**config.mk**
```make
export PLATFORM = sky130hd
export DESIGN_NAME = motor_pin_uart_bridge
export DESIGN_NICKNAME = d
export VERILOG_FILES = /design/src/rtl/mpb_pkg.sv /design/src/rtl/mpb_ctrl.sv /design/src/rtl/mpb_datapath.sv /design/src/rtl/motor_pin_uart_bridge.sv
export SDC_FILE = /design/constraint.sdc
export NUM_CORES = 1
export LEC_CHECK = 0
export BUFFER_PORTS_ARGS = -buffer_cell sky130_fd_sc_hd__buf_4
export CORE_MARGIN = 4
export CORE_UTILIZATION = 53
export DETAILED_ROUTE_END_ITERATION = 10
export GPL_ROUTABILITY_DRIVEN = 0
export GPL_TIMING_DRIVEN = 0
export PLACE_DENSITY = 0.9
export SLEW_MARGIN = 30
export SYNTH_ARGS = -nofsm -noshare
export SYNTH_HDL_FRONTEND = slang
export SYNTH_SLANG_ARGS = --single-unit
```
**constraint.sdc**
```tcl
create_clock -name clk -period 2.45 [get_ports clk]
set_input_delay 0.49 -clock clk [delete_from_list [all_inputs] [get_ports clk]]
set_output_delay 0.49 -clock clk [all_outputs]
set_load 0.03 [all_outputs]
```
**src/rtl/mpb_pkg.sv**
```systemverilog
package mpb_pkg;

  localparam int CTRL_PULSE_BIT  = 0;
  localparam int CTRL_SERIAL_BIT = 2;
  localparam int CTRL_FORCE_BIT  = 4;
  localparam int CTRL_CHSEL_LSB  = 8;

  typedef enum logic [1:0] {
    MODE_OFF    = 2'd0,
    MODE_PULSE  = 2'd1,
    MODE_SERIAL = 2'd2
  } pin_mode_e;

  typedef enum logic [1:0] {
    TX_IDLE,
    TX_FRAME,
    TX_GUARD
  } tx_state_e;

  typedef enum logic [1:0] {
    RX_IDLE,
    RX_START,
    RX_DATA,
    RX_STOP
  } rx_state_e;

  // strobes from control to datapath
  typedef struct packed {
    logic txLoad;
    logic txShift;
    logic txDrive;
    logic rxShift;
    logic rxCommit;
  } strobe_t;

endpackage

```
**src/rtl/mpb_ctrl.sv**
```systemverilog
module mpb_ctrl
  import mpb_pkg::*;
#(
  parameter int NUM_CH       = 4,
  parameter int CLKS_PER_BIT = 160,
  parameter int GUARD_BITS   = 1,
  localparam int CH_W        = (NUM_CH > 1) ? $clog2(NUM_CH) : 1
) (
  input  logic            clk,
  input  logic            rst_n,
  input  logic            regWrEn,
  input  logic [31:0]     regWrData,
  output logic [31:0]     regRdData,
  input  logic            txValid,
  input  logic            rxLine,
  output strobe_t         strb,
  output pin_mode_e       pinMode,
  output logic            forceBit,
  output logic [CH_W-1:0] chSel,
  output logic            txBusy,
  output logic            rxValid,
  output logic            frameErr
);

  localparam int BIT_W      = $clog2(CLKS_PER_BIT);
  localparam int GUARD_CLKS = GUARD_BITS * CLKS_PER_BIT;
  localparam int GUARD_W    = $clog2(GUARD_CLKS + 1);
  localparam int TICK       = CLKS_PER_BIT / 16;
  localparam int TICK_W     = $clog2(TICK + 1);

  // ---------------- control register ----------------
  logic pulseBit, serialBit;
  logic unusedWrBits;
  assign unusedWrBits = ^{regWrData[31:CTRL_CHSEL_LSB+CH_W], regWrData[7:5],
                          regWrData[3], regWrData[1]};

  always_ff @(posedge clk or negedge rst_n) begin
    if (!rst_n) begin
      pulseBit  <= 1'b1;
      serialBit <= 1'b0;
      forceBit  <= 1'b0;
      chSel     <= '0;
    end else if (regWrEn) begin
      pulseBit  <= regWrData[CTRL_PULSE_BIT];
      serialBit <= regWrData[CTRL_SERIAL_BIT];
      forceBit  <= regWrData[CTRL_FORCE_BIT];
      chSel     <= regWrData[CTRL_CHSEL_LSB +: CH_W];
    end
  end

  always_comb begin
    regRdData = '0;
    regRdData[CTRL_PULSE_BIT]          = pulseBit;
    regRdData[CTRL_SERIAL_BIT]         = serialBit;
    regRdData[CTRL_FORCE_BIT]          = forceBit;
    regRdData[CTRL_CHSEL_LSB +: CH_W]  = chSel;
  end

  logic isSerial;
  assign isSerial = serialBit;
  assign pinMode  = serialBit ? MODE_SERIAL : (pulseBit ? MODE_PULSE : MODE_OFF);

  // ---------------- transmit sequencer ----------------
  tx_state_e          txState;
  logic [BIT_W-1:0]   bitTimer;
  logic [3:0]         bitIdx;
  logic [GUARD_W-1:0] guardTimer;
  logic               txAccept, bitEnd;

  assign txAccept = txValid && (txState == TX_IDLE) && isSerial && !forceBit;
  assign bitEnd   = (bitTimer == BIT_W'(CLKS_PER_BIT - 1));
  assign txBusy   = (txState != TX_IDLE);

  always_ff @(posedge clk or negedge rst_n) begin
    if (!rst_n) begin
      txState    <= TX_IDLE;
      bitTimer   <= '0;
      bitIdx     <= '0;
      guardTimer <= '0;
    end else begin
      case (txState)
        TX_IDLE: begin
          if (txAccept) begin
            txState  <= TX_FRAME;
            bitTimer <= '0;
            bitIdx   <= '0;
          end
        end
        TX_FRAME: begin
          if (bitEnd) begin
            bitTimer <= '0;
            if (bitIdx == 4'd9) begin
              txState    <= TX_GUARD;
              guardTimer <= '0;
            end else begin
              bitIdx <= bitIdx + 4'd1;
            end
          end else begin
            bitTimer <= bitTimer + BIT_W'(1);
          end
        end
        default: begin
          if (guardTimer == GUARD_W'(GUARD_CLKS - 1)) txState <= TX_IDLE;
          else guardTimer <= guardTimer + GUARD_W'(1);
        end
      endcase
    end
  end

  // ---------------- receive sequencer ----------------
  rx_state_e         rxState;
  logic [TICK_W-1:0] tickDiv;
  logic [3:0]        subCnt;
  logic [2:0]        rxIdx;
  logic              rxBlock, tick, midBit;

  assign rxBlock = txBusy || txAccept || forceBit || !isSerial;
  assign tick    = (tickDiv == TICK_W'(TICK - 1));
  assign midBit  = tick && (subCnt == 4'hF);

  always_comb begin
    strb.txLoad   = txAccept;
    strb.txShift  = (txState == TX_FRAME) && bitEnd && (bitIdx != 4'd9);
    strb.txDrive  = (txState == TX_FRAME);
    strb.rxShift  = !rxBlock && (rxState == RX_DATA) && midBit;
    strb.rxCommit = !rxBlock && (rxState == RX_STOP) && midBit && rxLine;
  end

  always_ff @(posedge clk or negedge rst_n) begin
    if (!rst_n) begin
      rxState  <= RX_IDLE;
      tickDiv  <= '0;
      subCnt   <= '0;
      rxIdx    <= '0;
      rxValid  <= 1'b0;
      frameErr <= 1'b0;
    end else begin
      rxValid <= strb.rxCommit;
      if (rxBlock) begin
        rxState <= RX_IDLE;
        tickDiv <= '0;
        subCnt  <= '0;
      end else if (rxState == RX_IDLE) begin
        if (!rxLine) begin
          rxState <= RX_START;
          tickDiv <= '0;
          subCnt  <= '0;
        end
      end else begin
        tickDiv <= tick ? '0 : tickDiv + TICK_W'(1);
        if (tick) subCnt <= subCnt + 4'd1;
        // start bit must still be low at its middle (8th tick)
        if (rxState == RX_START && tick && subCnt == 4'd7) begin
          subCnt  <= '0;
          rxIdx   <= '0;
          rxState <= rxLine ? RX_IDLE : RX_DATA;
        end
        if (rxState == RX_DATA && midBit) begin
          rxIdx <= rxIdx + 3'd1;
          if (rxIdx == 3'd7) rxState <= RX_STOP;
        end
        if (rxState == RX_STOP && midBit) begin
          rxState <= RX_IDLE;
          if (!rxLine) frameErr <= 1'b1;
        end
      end
    end
  end

  // ---------------- assertions ----------------
  assert_rx_blanked_R9: assert property (@(posedge clk) disable iff (!rst_n)
    txBusy |-> (rxState == RX_IDLE));

  assert_rxvalid_single_R10: assert property (@(posedge clk) disable iff (!rst_n)
    rxValid |=> !rxValid);

  assert_ferr_sticky_R11: assert property (@(posedge clk) disable iff (!rst_n)
    frameErr |=> frameErr);

  assert_tx_start_gate_R8: assert property (@(posedge clk) disable iff (!rst_n)
    $rose(txBusy) |-> $past(isSerial && !forceBit));

endmodule

```
**src/rtl/mpb_datapath.sv**
```systemverilog
module mpb_datapath
  import mpb_pkg::*;
#(
  parameter int NUM_CH = 4,
  localparam int CH_W  = (NUM_CH > 1) ? $clog2(NUM_CH) : 1
) (
  input  logic              clk,
  input  logic              rst_n,
  input  strobe_t           strb,
  input  logic [7:0]        txData,
  input  pin_mode_e         pinMode,
  input  logic              forceBit,
  input  logic [CH_W-1:0]   chSel,
  input  logic [NUM_CH-1:0] pulseIn,
  input  logic [NUM_CH-1:0] pinIn,
  output logic [NUM_CH-1:0] pinOut,
  output logic [NUM_CH-1:0] pinOe,
  output logic              rxLine,
  output logic [7:0]        rxData
);

  // transmit shift register: stop, data, start (start at LSB)
  logic [9:0] txSr;
  logic       txLine;

  always_ff @(posedge clk or negedge rst_n) begin
    if (!rst_n)            txSr <= '1;
    else if (strb.txLoad)  txSr <= {1'b1, txData, 1'b0};
    else if (strb.txShift) txSr <= {1'b1, txSr[9:1]};
  end
  assign txLine = txSr[0];

  // receive synchroniser on the serviced pin
  logic [1:0] syncQ;
  always_ff @(posedge clk or negedge rst_n) begin
    if (!rst_n) syncQ <= 2'b11;
    else        syncQ <= {syncQ[0], pinIn[chSel]};
  end
  assign rxLine = syncQ[1];

  logic [7:0] rxSr;
  always_ff @(posedge clk or negedge rst_n) begin
    if (!rst_n) begin
      rxSr   <= '0;
      rxData <= '0;
    end else begin
      if (strb.rxShift)  rxSr   <= {rxLine, rxSr[7:1]};
      if (strb.rxCommit) rxData <= rxSr;
    end
  end

  // per-channel pin mux
  for (genvar g = 0; g < NUM_CH; g++) begin : g_pin
    always_comb begin
      if (pinMode == MODE_SERIAL && chSel == CH_W'(g)) begin
        if (forceBit) begin
          pinOe[g]  = 1'b1;
          pinOut[g] = 1'b0;
        end else if (strb.txDrive) begin
          pinOe[g]  = 1'b1;
          pinOut[g] = txLine;
        end else begin
          pinOe[g]  = 1'b0;
          pinOut[g] = 1'b1;
        end
      end else if (pinMode == MODE_OFF) begin
        pinOe[g]  = 1'b1;
        pinOut[g] = 1'b0;
      end else begin
        pinOe[g]  = 1'b1;
        pinOut[g] = pulseIn[g];
      end
    end
  end

  // ---------------- assertions ----------------
  assert_break_holds_R5: assert property (@(posedge clk) disable iff (!rst_n)
    (pinMode == MODE_SERIAL && forceBit) |-> (pinOe[chSel] && !pinOut[chSel]));

  assert_idle_released_R4: assert property (@(posedge clk) disable iff (!rst_n)
    (pinMode == MODE_SERIAL && !forceBit && !strb.txDrive) |-> (!pinOe[chSel] && pinOut[chSel]));

endmodule

```
**src/rtl/motor_pin_uart_bridge.sv**
```systemverilog
module motor_pin_uart_bridge
  import mpb_pkg::*;
#(
  parameter int NUM_CH       = 4,
  parameter int CLKS_PER_BIT = 160,
  parameter int GUARD_BITS   = 1
) (
  input  logic              clk,
  input  logic              rst_n,
  input  logic              regWrEn,
  input  logic [31:0]       regWrData,
  output logic [31:0]       regRdData,
  input  logic [NUM_CH-1:0] pulseIn,
  input  logic [7:0]        txData,
  input  logic              txValid,
  output logic              txBusy,
  output logic [7:0]        rxData,
  output logic              rxValid,
  output logic              frameErr,
  input  logic [NUM_CH-1:0] pinIn,
  output logic [NUM_CH-1:0] pinOut,
  output logic [NUM_CH-1:0] pinOe
);

  localparam int CH_W = (NUM_CH > 1) ? $clog2(NUM_CH) : 1;

  strobe_t         strb;
  pin_mode_e       pinMode;
  logic            forceBit;
  logic [CH_W-1:0] chSel;
  logic            rxLine;

  mpb_ctrl #(
    .NUM_CH(NUM_CH), .CLKS_PER_BIT(CLKS_PER_BIT), .GUARD_BITS(GUARD_BITS)
  ) u_ctrl (
    .clk, .rst_n, .regWrEn, .regWrData, .regRdData, .txValid, .rxLine,
    .strb, .pinMode, .forceBit, .chSel, .txBusy, .rxValid, .frameErr
  );

  mpb_datapath #(.NUM_CH(NUM_CH)) u_dp (
    .clk, .rst_n, .strb, .txData, .pinMode, .forceBit, .chSel,
    .pulseIn, .pinIn, .pinOut, .pinOe, .rxLine, .rxData
  );

endmodule

```
Word level (Yosys, flattened, before mapping)
Cells that the tools add are included.
Storage, ports and cells
  register bits: 70
  output and inout port bits: 51
  word-level logic and storage cells: 149
Cells by class
  $add $sub $neg: 6
  order comparisons: 1
  equality and inequality tests: 22
  multiplexer cells: 56
  bitwise gates (word level): 4
  reduce and logical (&&, ||, !) cells: 42
Operator list (count)
  4-bit two-way mux: 11
  8-bit two-way mux: 5
  8-bit case mux with 2 select lines: 2
  2-bit two-way mux: 13
  10-bit two-way mux: 2
  1-bit logical AND: 19
  1-bit two-way mux: 18
  8-bit by 1-bit adder with 8-bit output (second input constant): 2
  8-bit equality test (second input constant): 2
  4-bit AND reduction: 4
  4-bit by 1-bit adder with 4-bit output (second input constant): 3
  4-bit equality test (second input constant): 3
  2-bit equality test (second input constant): 5
  2-bit logical NOT: 4
  4-bit case mux with 2 select lines: 1
  2-bit nonzero test: 4
  2-bit by 1-bit equality test with 1-bit output (second input constant): 3
  3-bit two-way mux: 2
  2-bit by 1-bit inequality test with 1-bit output (second input constant): 3
  4-bit by 3-bit equality test with 1-bit output (second input constant): 1
  2-bit inequality test (second input constant): 2
  4-bit inequality test (second input constant): 1
  1-bit inverter: 4
  2-bit case mux with 2 select lines: 1
  11 further kinds: 16

Logic depth before layout (Yosys ltp)
Gate-level depths: netlist (run 1).
  depth in word-level cells: 11
  depth in mapped cells: 7
  mapped depth without buffers: 6

Modules after synthesis
Synthesis (run 1) repeated with hierarchy kept, for this count alone.
Unflattened totals
  cells, all modules: 374
  area total of the unflattened synthesis: 3814.9 sq um
By module, submodules not included
  mpb_ctrl: instances 1, cells an instance 274, area each 2583.7 sq um
  mpb_datapath: instances 1, cells an instance 100, area each 1231.2 sq um

Least setup slack after synthesis (run 1)
No wires, ideal clock.
  path kind: flip-flop to output port
  from: register u_ctrl.chSel[1]
  to: output port pinOut[2]
  arrival time: 1.604 ns
  required time: 1.960 ns
  path slack: 0.356 ns
  stages on the path, launching flop included: 5
  cell sequence: dfrtp_1 clkbuf_1 nor2b_1 mux2_2 a22o_1
Between the ends
  longest elaborated chain between the ends: 3
RTL lines
  start: declaration: RTL line mpb_ctrl.sv:19  | output logic [CH_W-1:0] chSel,
  start signal: assignment: RTL line mpb_ctrl.sv:47  | chSel <= regWrData[CTRL_CHSEL_LSB +: CH_W];
  2-bit equality test: RTL line mpb_datapath.sv:55  | if (pinMode == MODE_SERIAL && chSel == CH_W'(g)) begin
  1-bit logical AND: RTL line mpb_datapath.sv:55
  1-bit two-way mux: RTL line mpb_datapath.sv:55
  end: declaration: RTL line motor_pin_uart_bridge.sv:21  | output logic [NUM_CH-1:0] pinOut,
Every way passes these cells.

Final worst setup path (run 1)
  from: register u_ctrl.txState[0]
  to: output port pinOut[2]
Between the ends
  longest elaborated chain between the ends: 4
RTL lines
  start: declaration: RTL line mpb_ctrl.sv:64  | tx_state_e txState;
  start signal: assignment: RTL line mpb_ctrl.sv:76  | txState <= TX_IDLE;
  start signal: assignment: RTL line mpb_ctrl.sv:84  | txState <= TX_FRAME;
  start signal: assignment: RTL line mpb_ctrl.sv:93  | txState <= TX_GUARD;
  2-bit by 1-bit equality test with 1-bit output: RTL line mpb_ctrl.sv:124  | strb.txDrive = (txState == TX_FRAME);
  1-bit two-way mux: RTL line mpb_datapath.sv:59  | end else if (strb.txDrive) begin
  1-bit two-way mux: RTL line mpb_datapath.sv:56  | if (forceBit) begin
  1-bit two-way mux: RTL line mpb_datapath.sv:55
Every way passes these cells.

==> results of run 1 <==
==> critical path: cells and delay by family, from the launching register on <==
kind	cells	cell delay (ps)
mux	1	280
buf+inv	1	160
flops	1	450
simple gates	1	220
compound gates	2	360
==> path summary, 6_finish.rpt <==
| path | slack [ps] | to | depth (start not counted) | from |
|---|---|---|---|---|
| min in group clk | 360 | u_dp.syncQ[1] | 0 | u_dp.syncQ[0] |
| hold / removal | 240 | u_dp.rxData[1] | 1 | rst_n |
| setup / recovery | 150 | pinOut[2] | 5 | u_ctrl.txState[0] |
| setup reg to reg | 300 | u_dp.rxSr[6] | 7 | u_ctrl.tickDiv[1] |
| hold reg to reg | 360 | u_dp.syncQ[1] | 0 | u_dp.syncQ[0] |
| max in group asynchronous | 1650 | u_ctrl.guardTimer[7] | 1 | rst_n |
==> cell families after synthesis <==
logic type / after synthesis / share of synthesized area [%]
buffers and inverters: 55 / 8.72
adders and majority gates: 9 / 2.98
muxes: 39 / 11.5
DFF: 69 / 46.1
and+or+nand+nor: 120 / 18.5
other: 1 / 0.0993
AOI/OAI and AO/OA: 63 / 10.8
xor gates and xnor gates: 5 / 1.16
==> area by class of cell <==
cell class / instances / area (um^2)
Timing Repair Buffer: 48 / 360
Sequential cell: 69 / 1740
Clock buffer: 12 / 165
Multi-Input combinational cell: 263 / 1800
Tap cell: 96 / 120
Inverter: 6 / 22.5
Buffer: 46 / 295
Clock inverter: 3 / 67.6
Fill cell: 548 / 2290
==> power by group <==
group          total (mW)  switching, mW  internal, mW
clock network        1.07          0.416         0.651
registers            1.49          0.139          1.35
logic               0.802          0.466         0.335
==> cells in the final DEF, fill, tap and decap left out, types with 3 or more instances in the layout <==
| cell | Yosys | layout |
|---|---|---|
| a21o_1 | 3 | 3 |
| clkbuf_1 | 13 | 10 |
| a21oi_1 | 16 | 16 |
| or3b_2 | 3 | 3 |
| a31oi_1 | 9 | 9 |
| nand4_1 | 7 | 7 |
| a22o_1 | 6 | 6 |
| or3_1 | 3 | 3 |
| ha_1 | 9 | 9 |
| nor3b_1 | 3 | 3 |
| inv_1 | 6 | 6 |
| clkbuf_8 | 0 | 12 |
| nand3b_1 | 4 | 4 |
| o21ai_0 | 14 | 14 |
| conb_1 | 1 | 27 |
| mux2_2 | 26 | 26 |
| buf_2 | 4 | 4 |
| and3_1 | 3 | 3 |
| nor3_1 | 6 | 6 |
| xor2_1 | 3 | 3 |
| a311oi_1 | 3 | 3 |
| mux2i_1 | 12 | 12 |
| nor2_1 | 30 | 30 |
| and2_1 | 3 | 3 |
| nand2_1 | 20 | 20 |
| dfrtp_1 | 57 | 57 |
| dfstp_2 | 12 | 12 |
| nor2b_1 | 7 | 6 |
| buf_4 | 31 | 79 |
| nand3_1 | 15 | 15 |
==> metal layers <==
layer	vias up	global-route usage, %	part of all wire [%]
met2	65	33.2	53
met5	-	0	0
met4	0	7.67	1.5
met3	14	4.14	4.1
met1	1386	21.7	41
li1	1396	-	-
==> through the flow <==
stage | worst slack, ps | area [um^2] | hold WS (ps) | total power [mW] | instances
2_1_floorplan | 356 | 3870 | 194 | 2.08 | 387
3_3_place_gp | 415 | 4350 | 346 | 2.27 | 531
3_5_place_dp | 382 | 4350 | 354 | 2.31 | 531
4_1_cts | 29.8 | 4580 | 277 | 3.38 | 545
5_1_grt | 39.1 | 4580 | 318 | 3.56 | 543
6_report | 147 | 4580 | 244 | 3.36 | 543
==> sequential cells by signal (all words and copies together) (netlist names) <==
signal / count
u_ctrl.rxIdx: 3
u_dp.rxSr: 8
u_dp.rxData: 8
u_ctrl.tickDiv: 4
u_ctrl.bitTimer: 8
u_ctrl.forceBit: 1
u_ctrl.chSel: 2
u_ctrl.guardTimer: 8
u_ctrl.rxValid: 1
u_ctrl.frameErr: 1
u_ctrl.isSerial: 1
u_ctrl.bitIdx: 4
u_ctrl.rxState: 2
u_dp.txSr: 9
u_ctrl.subCnt: 4
u_ctrl.txState: 2
u_dp.syncQ: 2
u_ctrl.pulseBit: 1
==> run metrics, run 1 <==
fin util=66.6%; register area share after synthesis=46.1%; RSZ-0062 raised after global routing=no; clock slew at reported path FFs=70 ps; startpoint types=flop; VDD IR max=569 uV; Worst setup EP type=primary output; max-slew violations=0; pwr/cell area=734 nW/um^2; share of cells above drive strength 1=34.0%; cell with the most instances after synthesis=dfrtp_1; post-CTS resize count=0; ant diodes=0; CP arrival=1810 ps; Final HPWL DP=5410 um; Post-synth ARST share=100%; first-pass iteration count of the detailed router=4; Sum Neg Setup Slack=0 ps; std cell rows=30; commonest cells in the synthesized netlist=dfrtp_1, buf_4, nor2_1; io pins=103; Yosys top cell by area=dfrtp_1; Clock Skew=6.83 ps; Core ar.=6870 um^2; CP max FO=5; Tmin final=2300 ps; post-synthesis register bit count=69; CTS Buffer Depth=2; worst-path cell chain=nor2b_2 > a21oi_1 > mux2_2 > a22o_1 > buf_4; WS Path Type=reg2out; Root Buffer=clkbuf_8; synthesized area=3770 um^2; Routed WL=7550 um; max frequency=434 MHz; chip width=92.4 um; largest net degree at the start of global routing=70; Routed WL per cell=13.9 um; number of port buffers=48; initial antenna violation count=0; Worst path max stage delay=450 ps; share of the synthesized area in the top cell type=37.8%; dominant register cell in the synthesized netlist=dfrtp_1; Inserted Clock Buffers=9; Nets=504; cts hold-fix bufs=0; Final Setup Violations=0; first-pass GRT wire length=13000 um; GRT Total Usage=18.7%; Mean Syn Cell Area=10.5 um^2; die height=92.4 um; vias in the first global route=2927; via count=2861; CTS Sinks=69; Initial Util=55.0%; vias per cell=5.27; Leakage=2.26 nW; Die ar.=8540 um^2; Area Growth Syn to Fin=21.2%; normalized max-slew margin=44.3%; Final Hold Viols=0; Synth area leaders=dfrtp_1, dfstp_2, mux2_2; Distinct cells, synth=56; Worst-Skew Late Latency=340 ps; CTS tree=yes; # H-tree levels=3; slowest CP cell=dfrtp_1; Post-route DRC=0; Syn Inst Count=361; Max Cap Violations=0; Worst-Margin Slew=836 ps; Setup Buffers After CTS=0; number of synthesized flops with an enable pin=0; hold crit path type=in2async; fin crit share=94.0%; worst path required time=1960 ps; Post-DRT Antenna Nets=0; outcome=finished clean; Initial DRC Count=139; Yosys warning count=0; remaining global-route overflow=0
No activity file was read; power rests on OpenSTA's default activity.
==> run 2: changes to the inputs <==
Settings changed: CAP_MARGIN from default to 20, REMOVE_ABC_BUFFERS from default to 1.
==> run metrics, run 2 (synthesis gave the netlist of run 1 again) <==
hold crit path type=in2async; io pins=103; vias in the first global route=2574; remaining global-route overflow=0; Psw=1.04 mW; ant diodes=0; chip width=92.4 um; CTS Buffer Depth=2; largest net degree at the start of global routing=70; vias per cell=5.48; worst hold margin=240 ps; Reg power frac=46.3%; Root Buffer=clkbuf_8; CTS Sinks=69; Inserted Clock Buffers=9; Final HPWL DP=5210 um; fin util=62.6%; normalized max-slew margin=44.2%; initial antenna violation count=0; Largest Register=u_dp.txSr; fin crit share=95.4%; GRT Total Usage=17.3%; Worst setup EP type=primary output; r2r worst-path depth=4; max-slew violations=0; Nets=461; CTS tree=yes; Clk pwr share=31.4%; Initial DRC Count=151; Leakage=2.07 nW; std cell rows=30; most frequent cells in the layout=dfrtp_1, buf_4, nor2_1, conb_1, mux2_2; worst-path cell chain=nor2b_4 > a21oi_1 > mux2_2 > a22o_1 > buf_4; RSZ-0062 raised after global routing=no; CP arrival=1850 ps; Worst path max stage delay=470 ps; outcome=finished clean; share of cells above drive strength 1=30.1%; worst flop-to-flop path startpoint=u_ctrl.isSerial; Core ar.=6870 um^2; Fillers=548; die height=92.4 um; Worst-Skew Late Latency=350 ps; post-route insts no fill=501; Initial Util=55.0%; Worst Setup SP=u_ctrl.txState[0]; Post-route DRC=0; max frequency=428 MHz; post-route cell area=4300 um^2; WS Path Type=reg2out; startpoint types=flop; first-pass iteration count of the detailed router=4; Gate power share=22.3%; Tmin final=2340 ps; first-pass GRT wire length=12000 um; Sw Share=31.9%; CP max FO=5; clock slew at reported path FFs=80 ps; max reg flops=9; VDD IR max=742 uV; Pint=2.23 mW; Post-DRT Antenna Nets=0; Die ar.=8540 um^2; R2R setup slack=150 ps; # H-tree levels=3; number of port buffers=48; crit-path leading delay family=flip-flops; DP Area=4050 um^2; cts hold-fix bufs=0; Routed WL per cell=14.6 um; Worst-Margin Slew=837 ps; commonest non-fill, non-tap cell in the layout=dfrtp_1; Final Hold Viols=0; pwr/cell area=761 nW/um^2; slowest CP cell=dfrtp_1; Routed WL=7290 um; worst path required time=1960 ps; Critical R2R Capture=u_dp.rxSr[6]; Max Cap Violations=0; placed cell count=482; Bufs and invs on worst path=1; Clock Skew=9.26 ps; Final Setup Violations=0; via count=2743; Area Growth Syn to Fin=14.0%
run 2: cell types whose count changed in the layout (fill, tap and decap cells not counted):
cell	change
nand2b_2	+1
dfrtp_1	-1
buf_4	-28
clkbuf_1	-10
buf_2	-4
clkinvlp_4	+1
nand2b_1	-1
clkbuf_2	-1
nor2b_2	-1
clkbuf_8	-3
inv_6	+2
clkinv_2	+1
nor2b_4	+1
dfrtp_2	+1
run 2: power by group through the flow:
stage / registers [mW] / clock network, mW / logic, mW
floorplan: 1.51 / 0 / 0.508
global placement: 1.52 / 0 / 0.680
detailed placement: 1.53 / 0 / 0.707
CTS: 1.51 / 1.05 / 0.727
global route: 1.55 / 1.10 / 0.801
finish: 1.52 / 1.03 / 0.730
run 2: worst reg2reg max path, stage by stage, from the launching register on:
cell and delay [ps]:
dfrtp_1 520, nor4b_4 410, nand2b_1 340, nor4_2 520
mux2_2 390
run 2: how the worst max path moves through the flow:
stage,endpoint,slack (ps),cells after the start
detailed placement,u_ctrl.bitIdx[3],-420,4
global placement,u_ctrl.bitIdx[3],-360,4
CTS,pinOe[0],70,4
global route,u_dp.rxSr[6],20,4
floorplan,u_ctrl.bitIdx[3],130,4
finish,pinOut[2],110,5
run 2: area by class of cell:
class	instances	area, um^2	share of cell area, %
clock inverters	7	97.6	2.27
multi-input cells	263	1810	42.1
clock buffers	9	124	2.88
repair buffers	51	383	8.90
inverters	6	22.5	0.524
well taps	96	120	2.79
flip-flops and latches	69	1740	40.5
run 2: layer usage:
metal | track usage, % | vias to the layer above | share of wire, % | wire length, um
met5 | 0 | - | 0 | 0
met3 | 5.36 | 9 | 4.9 | 360
li1 | - | 1325 | - | -
met2 | 31.2 | 76 | 53 | 3840
met1 | 20.6 | 1333 | 42 | 3030
met4 | 2.85 | 0 | 0.80 | 58
run 2: repair_timing:
action,4_1_cts,5_1_grt
gates resized for setup,3,1
pin swaps,0,1
endpoints found under the setup margin,18,2
buffers inserted,1,2
gates cloned,0,0
run 2: metrics by stage:
step / power, mW / setup WS (ps) / TNS (ps)
after floorplan: 2.01 / 126 / 0
after global placement: 2.20 / -362 / -2190
after detailed placement: 2.24 / -421 / -2250
after CTS: 3.29 / 65.7 / 0
after global routing: 3.46 / 23.6 / 0
final: 3.27 / 114 / 0
==> run 3: changes to the inputs <==
Clock period 2.45 ns to 2.2 ns, I/O delays scaled along.
==> run metrics, run 3 (synthesis gave the netlist of run 1 again) <==
largest net degree at the start of global routing=70; final worst setup slack=39.4 ps; normalized max-slew margin=44.6%; Die ar.=8540 um^2; cts hold-fix bufs=0; startpoint types=flop; Worst-Margin Slew=830 ps; Largest Register=u_dp.txSr; CTS Sinks=69; share of cells above drive strength 1=33.0%; Core ar.=6870 um^2; chip width=92.4 um; initial antenna violation count=0; max frequency=463 MHz; commonest non-fill, non-tap cell in the layout=buf_4; Area Growth Syn to Fin=15.6%; GR peak layer=met2; CP arrival=1720 ps; hold crit path type=in2async; # H-tree levels=3; io pins=103; CTS tree=yes; Clock Skew=7.61 ps; most frequent cells in the layout=buf_4, dfrtp_1, nor2_1, conb_1, mux2_2; die height=92.4 um; CTS Buffer Depth=2; number of port buffers=48; Routed WL per cell=14.6 um; Fillers=534; Root Buffer=clkbuf_8; Final HPWL DP=5210 um; first-pass iteration count of the detailed router=4; R2R setup slack=110 ps; first-pass GRT wire length=12400 um; M3 GR Usage=5.36%; vias per cell=5.43; std cell rows=30; GRT Total Usage=17.8%; VDD IR max=775 uV; Initial Util=55.0%; max reg flops=9; CP max FO=5; pwr/cell area=844 nW/um^2; Initial DRC Count=191; worst flop-to-flop path startpoint=u_ctrl.forceBit; Nets=465; WS Path Type=reg2out; GR Layer Usage met1=21.4%; Worst-Skew Late Latency=340 ps; clock slew at reported path FFs=80 ps; fin crit share=98.2%; outcome=finished clean; worst path required time=1760 ps; via count=2743; Routed WL=7360 um; Post-route DRC=0; Tmin final=2160 ps; Inserted Clock Buffers=9; Worst Setup SP=u_ctrl.txState[0]; Post-DRT Antenna Nets=0; remaining global-route overflow=0; Max Cap Violations=0; met2 Usage GRT=31.9%; Final Hold Viols=0; fin util=63.5%; Leakage=2.08 nW; Worst setup EP type=primary output; pre-CTS setup slack=-671 ps; Final Setup Violations=0; max-slew violations=0; ant diodes=0; vias in the first global route=2633
## run 3: report_power, final
group | internal (mW) | switching, mW | total [mW] | leakage, nW
registers | 1.51 | 0.189 | 1.70 | 0.894
clock network | 0.643 | 0.495 | 1.14 | 0.106
logic | 0.364 | 0.486 | 0.850 | 1.08
## run 3: per-layer routing
layer	vias to the layer above	share of wire (%)
met5	-	0
met4	0	0.19
met3	3	4.5
met2	65	54
met1	1347	41
li1	1328	-
## run 3: per-stage QoR
stage	area [um^2]	TNS [ps]	cells	hold slack, ps	total power [mW]
global route	4360	-23.6	505	260	3.89
detailed placement	4050	-6070	482	353	2.49
global placement	4050	-5740	482	351	2.45
CTS	4340	0	503	222	3.69
floorplan	3570	-156	338	144	2.24
finish	4360	0	505	201	3.69
## run 3: worst paths after layout
| path | end | cells past startpoint |
|---|---|---|
| min | u_ctrl.chSel[1] | 1 |
| max | pinOut[2] | 5 |
| max in group asynchronous | u_ctrl.txState[1] | 1 |
| min reg2reg | u_dp.syncQ[1] | 0 |
| max reg2reg | u_dp.rxSr[6] | 4 |
| min in group clk | u_ctrl.pulseBit | 2 |
## run 3: worst max-delay path: stages (launching register included)
cell and delay [ps]:
dfrtp_2 450, nor2b_4 190, a21oi_2 90, mux2_2 280, a22o_1 230, buf_6 140
## run 3: cell type report
cell class	count	area (um^2)	area share [%]
sequential	69	1750	40.1
inverter	6	22.5	0.516
clock buffer	9	124	2.84
timing repair buffer	55	417	9.55
clock inverter	7	97.6	2.24
multi-input combinational	263	1840	42.1
tap	96	120	2.75
## run 3: repair_timing
item,CTS,global route
buffers inserted,5,2
setup endpoints to repair,35,20
pin swaps,1,1
gates resized for setup,11,4
